## config.mk

```make
export PLATFORM = sky130hd
export DESIGN_NAME = dafir_filter
export DESIGN_NICKNAME = d
export VERILOG_FILES = /design/src/rtl/dafir_pkg.sv /design/src/rtl/dafir_taps.sv /design/src/rtl/dafir_ptable.sv /design/src/rtl/dafir_addtree.sv /design/src/rtl/dafir_filter.sv
export SDC_FILE = /design/constraint.sdc
export NUM_CORES = 1
export LEC_CHECK = 0
export BUFFER_PORTS_ARGS = -buffer_cell sky130_fd_sc_hd__buf_2
export CAP_MARGIN = 20
export CORE_MARGIN = 2
export CORE_UTILIZATION = 45
export CTS_BUF_LIST = sky130_fd_sc_hd__clkbuf_4
export CTS_CLUSTER_SIZE = 14
export DETAILED_ROUTE_END_ITERATION = 12
export SLEW_MARGIN = 40
export SYNTH_ARGS = -nofsm -noshare
export SYNTH_HDL_FRONTEND = slang
export SYNTH_HIERARCHICAL = 1
export SYNTH_SLANG_ARGS = --single-unit
```

## constraint.sdc

```tcl
create_clock -name clk -period 4.4 [get_ports clk]
set_input_delay 0.22 -clock clk [delete_from_list [all_inputs] [get_ports clk]]
set_output_delay 0.22 -clock clk [all_outputs]
set_load 0.02 [all_outputs]
```

## src/rtl/dafir_pkg.sv

```systemverilog
package dafir_pkg;
    // inputs per partial lookup table
    localparam int LUT_IN = 4;

    typedef enum logic {
        ST_IDLE  = 1'b0,
        ST_SHIFT = 1'b1
    } seq_state_e;
endpackage

```

## src/rtl/dafir_taps.sv

```systemverilog
module dafir_taps #(
    parameter int N_TAPS = 11,
    parameter int BX     = 8,
    parameter int M      = 6,
    parameter int TW     = 9
) (
    input  logic          clk,
    input  logic          rst_n,
    input  logic          accept,
    input  logic          shift_en,
    input  logic [BX-1:0] sample,
    output logic [M-1:0]  msb_bits
);
    logic [N_TAPS-1:0][BX-1:0] dl_d, dl_q;
    logic [M-1:0][TW-1:0]      tr_d, tr_q;

    always_comb begin
        dl_d = dl_q;
        tr_d = tr_q;
        if (accept) begin
            dl_d[0] = sample;
            for (int i = 1; i < N_TAPS; i++) begin
                dl_d[i] = dl_q[i-1];
            end
            // word-parallel pre-add of mirrored taps; centre tap alone
            for (int j = 0; j < M; j++) begin
                tr_d[j] = {dl_d[j][BX-1], dl_d[j]}
                        + ((j == N_TAPS-1-j) ? '0
                           : {dl_d[N_TAPS-1-j][BX-1], dl_d[N_TAPS-1-j]});
            end
        end else if (shift_en) begin
            for (int j = 0; j < M; j++) begin
                tr_d[j] = {tr_q[j][TW-2:0], 1'b0};
            end
        end
    end

    always_ff @(posedge clk) begin
        if (!rst_n) begin
            dl_q <= '0;
            tr_q <= '0;
        end else begin
            dl_q <= dl_d;
            tr_q <= tr_d;
        end
    end

    always_comb begin
        for (int j = 0; j < M; j++) begin
            msb_bits[j] = tr_q[j][TW-1];
        end
    end

    AST_LINE_HOLDS: assert property (@(posedge clk) disable iff (!rst_n)
        !accept |=> $stable(dl_q));
endmodule

```

## src/rtl/dafir_ptable.sv

```systemverilog
module dafir_ptable #(
    parameter int NIN = 4,
    parameter int LIN = 4,
    parameter int PW  = 10,
    parameter int TBW = 1,
    parameter int IDX = 0
) (
    input  logic           clk,
    input  logic           rst_n,
    input  logic           cfg_we,
    input  logic [TBW-1:0] cfg_tbl,
    input  logic [LIN-1:0] cfg_addr,
    input  logic [PW-1:0]  cfg_data,
    input  logic [NIN-1:0] rd_addr,
    output logic [PW-1:0]  rd_data
);
    localparam int DEPTH = 1 << NIN;

    logic [DEPTH-1:0][PW-1:0] mem_d, mem_q;
    logic [PW-1:0]            rd_d, rd_q;
    logic                     in_rng;

    generate
        if (NIN < LIN) begin : g_narrow
            assign in_rng = (cfg_addr[LIN-1:NIN] == '0);
        end else begin : g_full
            assign in_rng = 1'b1;
        end
    endgenerate

    always_comb begin
        mem_d = mem_q;
        if (cfg_we && (cfg_tbl == TBW'(IDX)) && in_rng) begin
            mem_d[cfg_addr[NIN-1:0]] = cfg_data;
        end
        rd_d = mem_q[rd_addr];
    end

    always_ff @(posedge clk) begin
        if (!rst_n) begin
            mem_q <= '0;
            rd_q  <= '0;
        end else begin
            mem_q <= mem_d;
            rd_q  <= rd_d;
        end
    end

    assign rd_data = rd_q;

    AST_TABLE_HELD: assert property (@(posedge clk) disable iff (!rst_n)
        !cfg_we |=> $stable(mem_q));
endmodule

```

## src/rtl/dafir_addtree.sv

```systemverilog
module dafir_addtree #(
    parameter int NT = 2,
    parameter int PW = 10,
    parameter int TD = 1,
    parameter int SW = 11
) (
    input  logic          clk,
    input  logic          rst_n,
    input  logic [PW-1:0] leaf [NT],
    input  logic          vin,
    input  logic          fin,
    input  logic          lin,
    output logic [SW-1:0] root,
    output logic          vout,
    output logic          fout,
    output logic          lout
);
    generate
        if (TD == 0) begin : g_pass
            assign root = leaf[0];
            assign vout = vin;
            assign fout = fin;
            assign lout = lin;
        end else begin : g_tree
            localparam int P = 1 << TD;
            logic [SW-1:0]       leaf_w [P];
            logic [SW-1:0]       node_d [1:P-1];
            logic [SW-1:0]       node_q [1:P-1];
            logic [TD-1:0][2:0]  flag_q;

            for (genvar gi = 0; gi < P; gi++) begin : g_leaf
                if (gi < NT) begin : g_used
                    assign leaf_w[gi] = {{TD{leaf[gi][PW-1]}}, leaf[gi]};
                end else begin : g_pad
                    assign leaf_w[gi] = '0;
                end
            end

            for (genvar gn = 1; gn < P; gn++) begin : g_node
                if (2*gn >= P) begin : g_low
                    assign node_d[gn] = leaf_w[2*gn-P] + leaf_w[2*gn+1-P];
                end else begin : g_high
                    assign node_d[gn] = node_q[2*gn] + node_q[2*gn+1];
                end
            end

            always_ff @(posedge clk) begin
                if (!rst_n) begin
                    for (int i = 1; i < P; i++) node_q[i] <= '0;
                    flag_q <= '0;
                end else begin
                    for (int i = 1; i < P; i++) node_q[i] <= node_d[i];
                    flag_q[0] <= {vin, fin, lin};
                    for (int k = 1; k < TD; k++) flag_q[k] <= flag_q[k-1];
                end
            end

            assign root = node_q[1];
            assign vout = flag_q[TD-1][2];
            assign fout = flag_q[TD-1][1];
            assign lout = flag_q[TD-1][0];
        end
    endgenerate
endmodule

```

## src/rtl/dafir_filter.sv

```systemverilog
module dafir_filter
    import dafir_pkg::*;
#(
    parameter  int N_TAPS = 11,
    parameter  int BX     = 8,
    parameter  int BC     = 8,
    localparam int TW     = BX + 1,
    localparam int M      = (N_TAPS + 1) / 2,
    localparam int NT     = (M + LUT_IN - 1) / LUT_IN,
    localparam int REM    = M % LUT_IN,
    localparam int PW     = BC + $clog2(LUT_IN),
    localparam int TD     = $clog2(NT),
    localparam int SW     = PW + TD,
    localparam int OW     = BX + BC + $clog2(M) + 2,
    localparam int TBW    = (NT > 1) ? $clog2(NT) : 1,
    localparam int CW     = $clog2(TW + 1)
) (
    input  logic              clk,
    input  logic              rst_n,
    input  logic              in_valid,
    input  logic [BX-1:0]     in_sample,
    output logic              in_ready,
    input  logic              cfg_we,
    input  logic [TBW-1:0]    cfg_tbl,
    input  logic [LUT_IN-1:0] cfg_addr,
    input  logic [PW-1:0]     cfg_data,
    output logic              out_valid,
    output logic [OW-1:0]     out_result
);
    typedef struct packed {
        seq_state_e     state;
        logic [CW-1:0]  bcnt;
        logic           pv;
        logic           pf;
        logic           pl;
        logic [OW-1:0]  acc;
        logic [OW-1:0]  res;
        logic           ovld;
    } ctrl_t;

    ctrl_t          c_d, c_q;
    logic           accept, shift_en;
    logic [M-1:0]   msb_bits;
    logic [PW-1:0]  leaf [NT];
    logic [SW-1:0]  sum;
    logic           sv, sf, sl;
    logic [OW-1:0]  sum_x, acc_nx;

    dafir_taps #(.N_TAPS(N_TAPS), .BX(BX), .M(M), .TW(TW)) u_taps (
        .clk      (clk),
        .rst_n    (rst_n),
        .accept   (accept),
        .shift_en (shift_en),
        .sample   (in_sample),
        .msb_bits (msb_bits)
    );

    generate
        for (genvar t = 0; t < NT; t++) begin : g_tbl
            localparam int NIN = (t == NT-1 && REM != 0) ? REM : LUT_IN;
            dafir_ptable #(.NIN(NIN), .LIN(LUT_IN), .PW(PW), .TBW(TBW), .IDX(t)) u_tbl (
                .clk      (clk),
                .rst_n    (rst_n),
                .cfg_we   (cfg_we),
                .cfg_tbl  (cfg_tbl),
                .cfg_addr (cfg_addr),
                .cfg_data (cfg_data),
                .rd_addr  (msb_bits[t*LUT_IN +: NIN]),
                .rd_data  (leaf[t])
            );
        end
    endgenerate

    dafir_addtree #(.NT(NT), .PW(PW), .TD(TD), .SW(SW)) u_tree (
        .clk   (clk),
        .rst_n (rst_n),
        .leaf  (leaf),
        .vin   (c_q.pv),
        .fin   (c_q.pf),
        .lin   (c_q.pl),
        .root  (sum),
        .vout  (sv),
        .fout  (sf),
        .lout  (sl)
    );

    always_comb begin
        c_d      = c_q;
        accept   = in_valid && (c_q.state == ST_IDLE);
        shift_en = (c_q.state == ST_SHIFT);

        // bit-slice flags travelling with the table read
        c_d.pv = shift_en;
        c_d.pf = shift_en && (c_q.bcnt == '0);
        c_d.pl = shift_en && (c_q.bcnt == CW'(TW-1));

        case (c_q.state)
            ST_IDLE: begin
                if (accept) begin
                    c_d.state = ST_SHIFT;
                    c_d.bcnt  = '0;
                end
            end
            default: begin
                c_d.bcnt = c_q.bcnt + 1'b1;
                if (c_q.bcnt == CW'(TW-1)) c_d.state = ST_IDLE;
            end
        endcase

        // MSB-first: sign slice negated, then double-and-add
        sum_x  = {{(OW-SW){sum[SW-1]}}, sum};
        acc_nx = sf ? (~sum_x + 1'b1) : ({c_q.acc[OW-2:0], 1'b0} + sum_x);
        c_d.ovld = 1'b0;
        if (sv) begin
            c_d.acc = acc_nx;
            if (sl) begin
                c_d.res  = acc_nx;
                c_d.ovld = 1'b1;
            end
        end
    end

    always_ff @(posedge clk) begin
        if (!rst_n) c_q <= '0;
        else        c_q <= c_d;
    end

    assign in_ready   = (c_q.state == ST_IDLE);
    assign out_valid  = c_q.ovld;
    assign out_result = c_q.res;

    AST_PULSE_ONE: assert property (@(posedge clk) disable iff (!rst_n)
        out_valid |=> !out_valid);
    AST_READY_DROPS: assert property (@(posedge clk) disable iff (!rst_n)
        (in_valid && in_ready) |=> !in_ready);
    AST_RESULT_HELD: assert property (@(posedge clk) disable iff (!rst_n)
        !out_valid |=> (out_valid || $stable(out_result)));
endmodule

```

==> results.yml <==
critical_path:
  crit_type: "register to register"
  reg2regPathDepth: 8
  path_max_fanout: 14
  cp.required_ps: 5160
  endpoint: "out_result[19]$_SDFFE_PN0P_"
  setup.worst_path.start: "u_tree/g_tree.node_q[1][10]$_SDFF_PN0_"
  critPathArrivalTime_ps: 3310
  startpoint_type: "register"
  r2r_slack_ps: 1860
  crit_path_end_kind: "register"
  rr_startpoint: "u_tree/g_tree.node_q[1][10]$_SDFF_PN0_"
  rr_endpoint: "out_result[19]$_SDFFE_PN0P_"
synthesis:
  synth_cells: 2211
  ys.flop_type: "dfxtp_1"
  synth_top_area_share_pct: 40.19
  synthTopCellsByCount: "dfxtp_1, nand2_1, mux2i_1"
  syn_nets: 2317
  synth_cell_types: 79
  synth-edff-count: 0
  synth_area_leaders: "dfxtp_1, mux2i_1, nand2_1"
  seq_area_frac_synth_pct: 40.19
  synth_area_leader_cell: "dfxtp_1"
  yosysWarnings: 6
  ys_seq_elements: 418
  async_reset_ff_share_pct: 0
  synth.most_common_cell: "dfxtp_1"
  avgSynthCellArea_um2: 9.417
  syn_area_um2: 20820
cells_and_area:
  num-nets-final: 2360
  finalInstanceArea_um2: 22880
  ff_latch_area_um2: 8377
  drive_gt1_share_pct: 15.32
  final_core_util_pct: 50.31
  area_growth_syn_to_layout_pct: 9.892
  nFillCells: 4359
  multiInputGateArea_um2: 11430
power_and_ir_drop:
  p_sw_share_pct: 26.50
  power_frac_comb_pct: 8.9
  power_density_nw_per_um2: 347.6
  internal_power_mw: 5.845
  power_switching_mw: 2.107
  pwr-share-clk_pct: 41.8
  p_total_mw: 7.953
  vdd_ir_drop_max_v: 0.0002478
  p_seq_share_pct: 49.3
  cellLeakagePower_nw: 9.092
sta:
  skew_ps: 53.50
  finalSetupTns_ps: 0
  setup_viol: 0
  tightest_slew_ps: 824.3
  slew_viol_final: 0
  fmax_mhz: 393.0
  fin_crit_ps: 2545
  relSlewSlack_pct: 45.05
  timing.final.crit_share_pct: 57.83
  rsz0062_at_grt: "no"
  hold_viol_final: 0
die:
  io_pins: 50
  die_h_um: 219.1
  core_area_um2: 45480
  die_w_um: 219.1
  dieArea_um2: 48000
  rows: 78
  start_util_pct: 45.78
global_route:
  grt.overflow.total: 0
  globalRouteTotalUtil_pct: 22.20
  grt_pass1_wl_um: 84900
  grt_pass1_vias: 16456
  grt_max_degree: 217
  antenna_found_initial: 1
status:
  status: "finished, final reports clean"
min_path:
  hold_path_class: "input pin to register"
cts:
  clk_pin_slew_ps: 70
  cts_buffers: 111
  cts-root-buf: "clkbuf_4"
  clk_latency_ps: 850
  cts_tree: "built"
  h-tree-depth: 3
  clkSinkCount: 418
  clockBufferDepth: 3
routing:
  final_antenna_net_count: 0
  drt_wl_total_um: 52680
  first_pass_iters: 5
  drc: 0
  viasPerCell: 5.529
  drt_first_iter_violations: 1090
  wire_per_inst_um: 17.92
  via_count: 16255
place:
  portBuffers: 49
  dp_hpwl_um: 34320
  place.gp.congestion: 0.8609
  placed_area_um2: 21140
job:
  maxCapViolCount: 0
-- how the worst min path moves through the flow --
stage | startpoint | end | slack (ps) | cells past startpoint
6_report | cfg_addr[0] | g_tbl[1].u_tbl/mem_q[8]$_SDFFE_PN0P_ | 100 | 4
5_1_grt | cfg_addr[0] | g_tbl[1].u_tbl/mem_q[9]$_SDFFE_PN0P_ | 70 | 4
4_1_cts | cfg_addr[0] | g_tbl[1].u_tbl/mem_q[8]$_SDFFE_PN0P_ | 20 | 4
3_5_place_dp | c_q[45]$_SDFF_PN0_ | u_tree/g_tree.flag_q[2]$_SDFF_PN0_ | 420 | 1
3_3_place_gp | c_q[45]$_SDFF_PN0_ | u_tree/g_tree.flag_q[2]$_SDFF_PN0_ | 410 | 1
2_1_floorplan | rst_n | u_tree/g_tree.node_q[1][8]$_SDFF_PN0_ | 340 | 2
-- sequential cells by signal (all words and copies together), names as in the netlist --
register and flops:
u_taps/msb_bits 6, out_valid 1, g_tbl.u_tbl/mem_q 200, u_taps/tr_q 48, out_result 21, g_tbl.u_tbl/rd_data 20, shift_en 1, c_q 27
u_tree/g_tree.flag_q 3, u_tree/g_tree.node_q 11, u_taps/dl_q 80
-- critical path: stages, from the launching register on --
cell      delay [ps]
dfxtp_1          720
ha_1             440
a21oi_2          220
nor2_1            80
a311oi_2         320
a211oi_2         140
o21a_2           230
nor3_2           140
o221a_1          200
-- layer usage --
layer | global-route usage, % | wire length [um]
met3 | 4.505 | 2358
met4 | 10.59 | 2081
met5 | 0 | 0
met2 | 37.34 | 25030
met1 | 27.18 | 23200
-- placed cells by master (no fill, tap or decap), types with 16 or more instances in the layout --
master / n
o21ai_0: 48
a21oi_1: 107
xor2_1: 24
a21boi_0: 96
nor3_1: 19
clkbuf_4: 167
nand3_1: 115
nand2_1: 253
clkinv_1: 23
nor2b_1: 85
dlygate4sd3_1: 35
mux2_2: 26
nand2b_1: 17
nor2_1: 149
a211oi_1: 21
buf_2: 48
inv_1: 29
ha_1: 72
buf_4: 18
and2_1: 19
dfxtp_1: 415
mux4_2: 30
mux2i_1: 247
a21o_1: 16
-- cells by family (layout without fill, tap and decap cells) --
family	count (synthesis)	count (layout)	synth area share, %
adder cells (fa/ha/maj)	79	79	5.000
flip-flops	418	418	40.19
other	0	3	0
XOR/XNOR	33	33	1.388
AO/OA/AOI/OAI	455	455	15.71
AND/OR/NAND/NOR	716	716	16.21
buffers and inverters	207	333	4.976
multiplexers	303	303	16.53
-- stage by stage --
stage	std cells	worst slack [ps]	hold WS, ps
6_report	2940	1855	103.4
5_1_grt	2938	1587	70.37
2_1_floorplan	2211	2216	336.1
3_5_place_dp	2706	1854	421.2
4_1_cts	2937	1844	16.48
3_3_place_gp	2706	1923	413.5
-- cell type report --
cell class | instances | area share (%)
antenna | 3 | 0.03281
clock buffer | 167 | 5.480
clock inverter | 29 | 0.5523
inverter | 31 | 0.5305
multi-input combinational | 1586 | 49.98
sequential | 418 | 36.61
tap | 600 | 3.281
timing repair buffer | 106 | 3.533
-- power by group through the flow --
stage               clock network, mW  registers (mW)  logic (mW)
floorplan                           0            3.96       0.544
global placement                    0            4.00       0.676
detailed placement                  0            4.00       0.685
CTS                              3.45            3.92       0.707
global route                     3.66            3.92       0.774
finish                           3.33            3.92       0.709
-- what timing repair did --
| action | CTS | global route |
|---|---|---|
| hold buffers | 35 | 0 |
| setup buffers | 0 | 0 |
| hold endpoints to repair | 231 | 0 |
| gates resized for setup | 0 | 0 |
(Power assumes the default switching activity.)
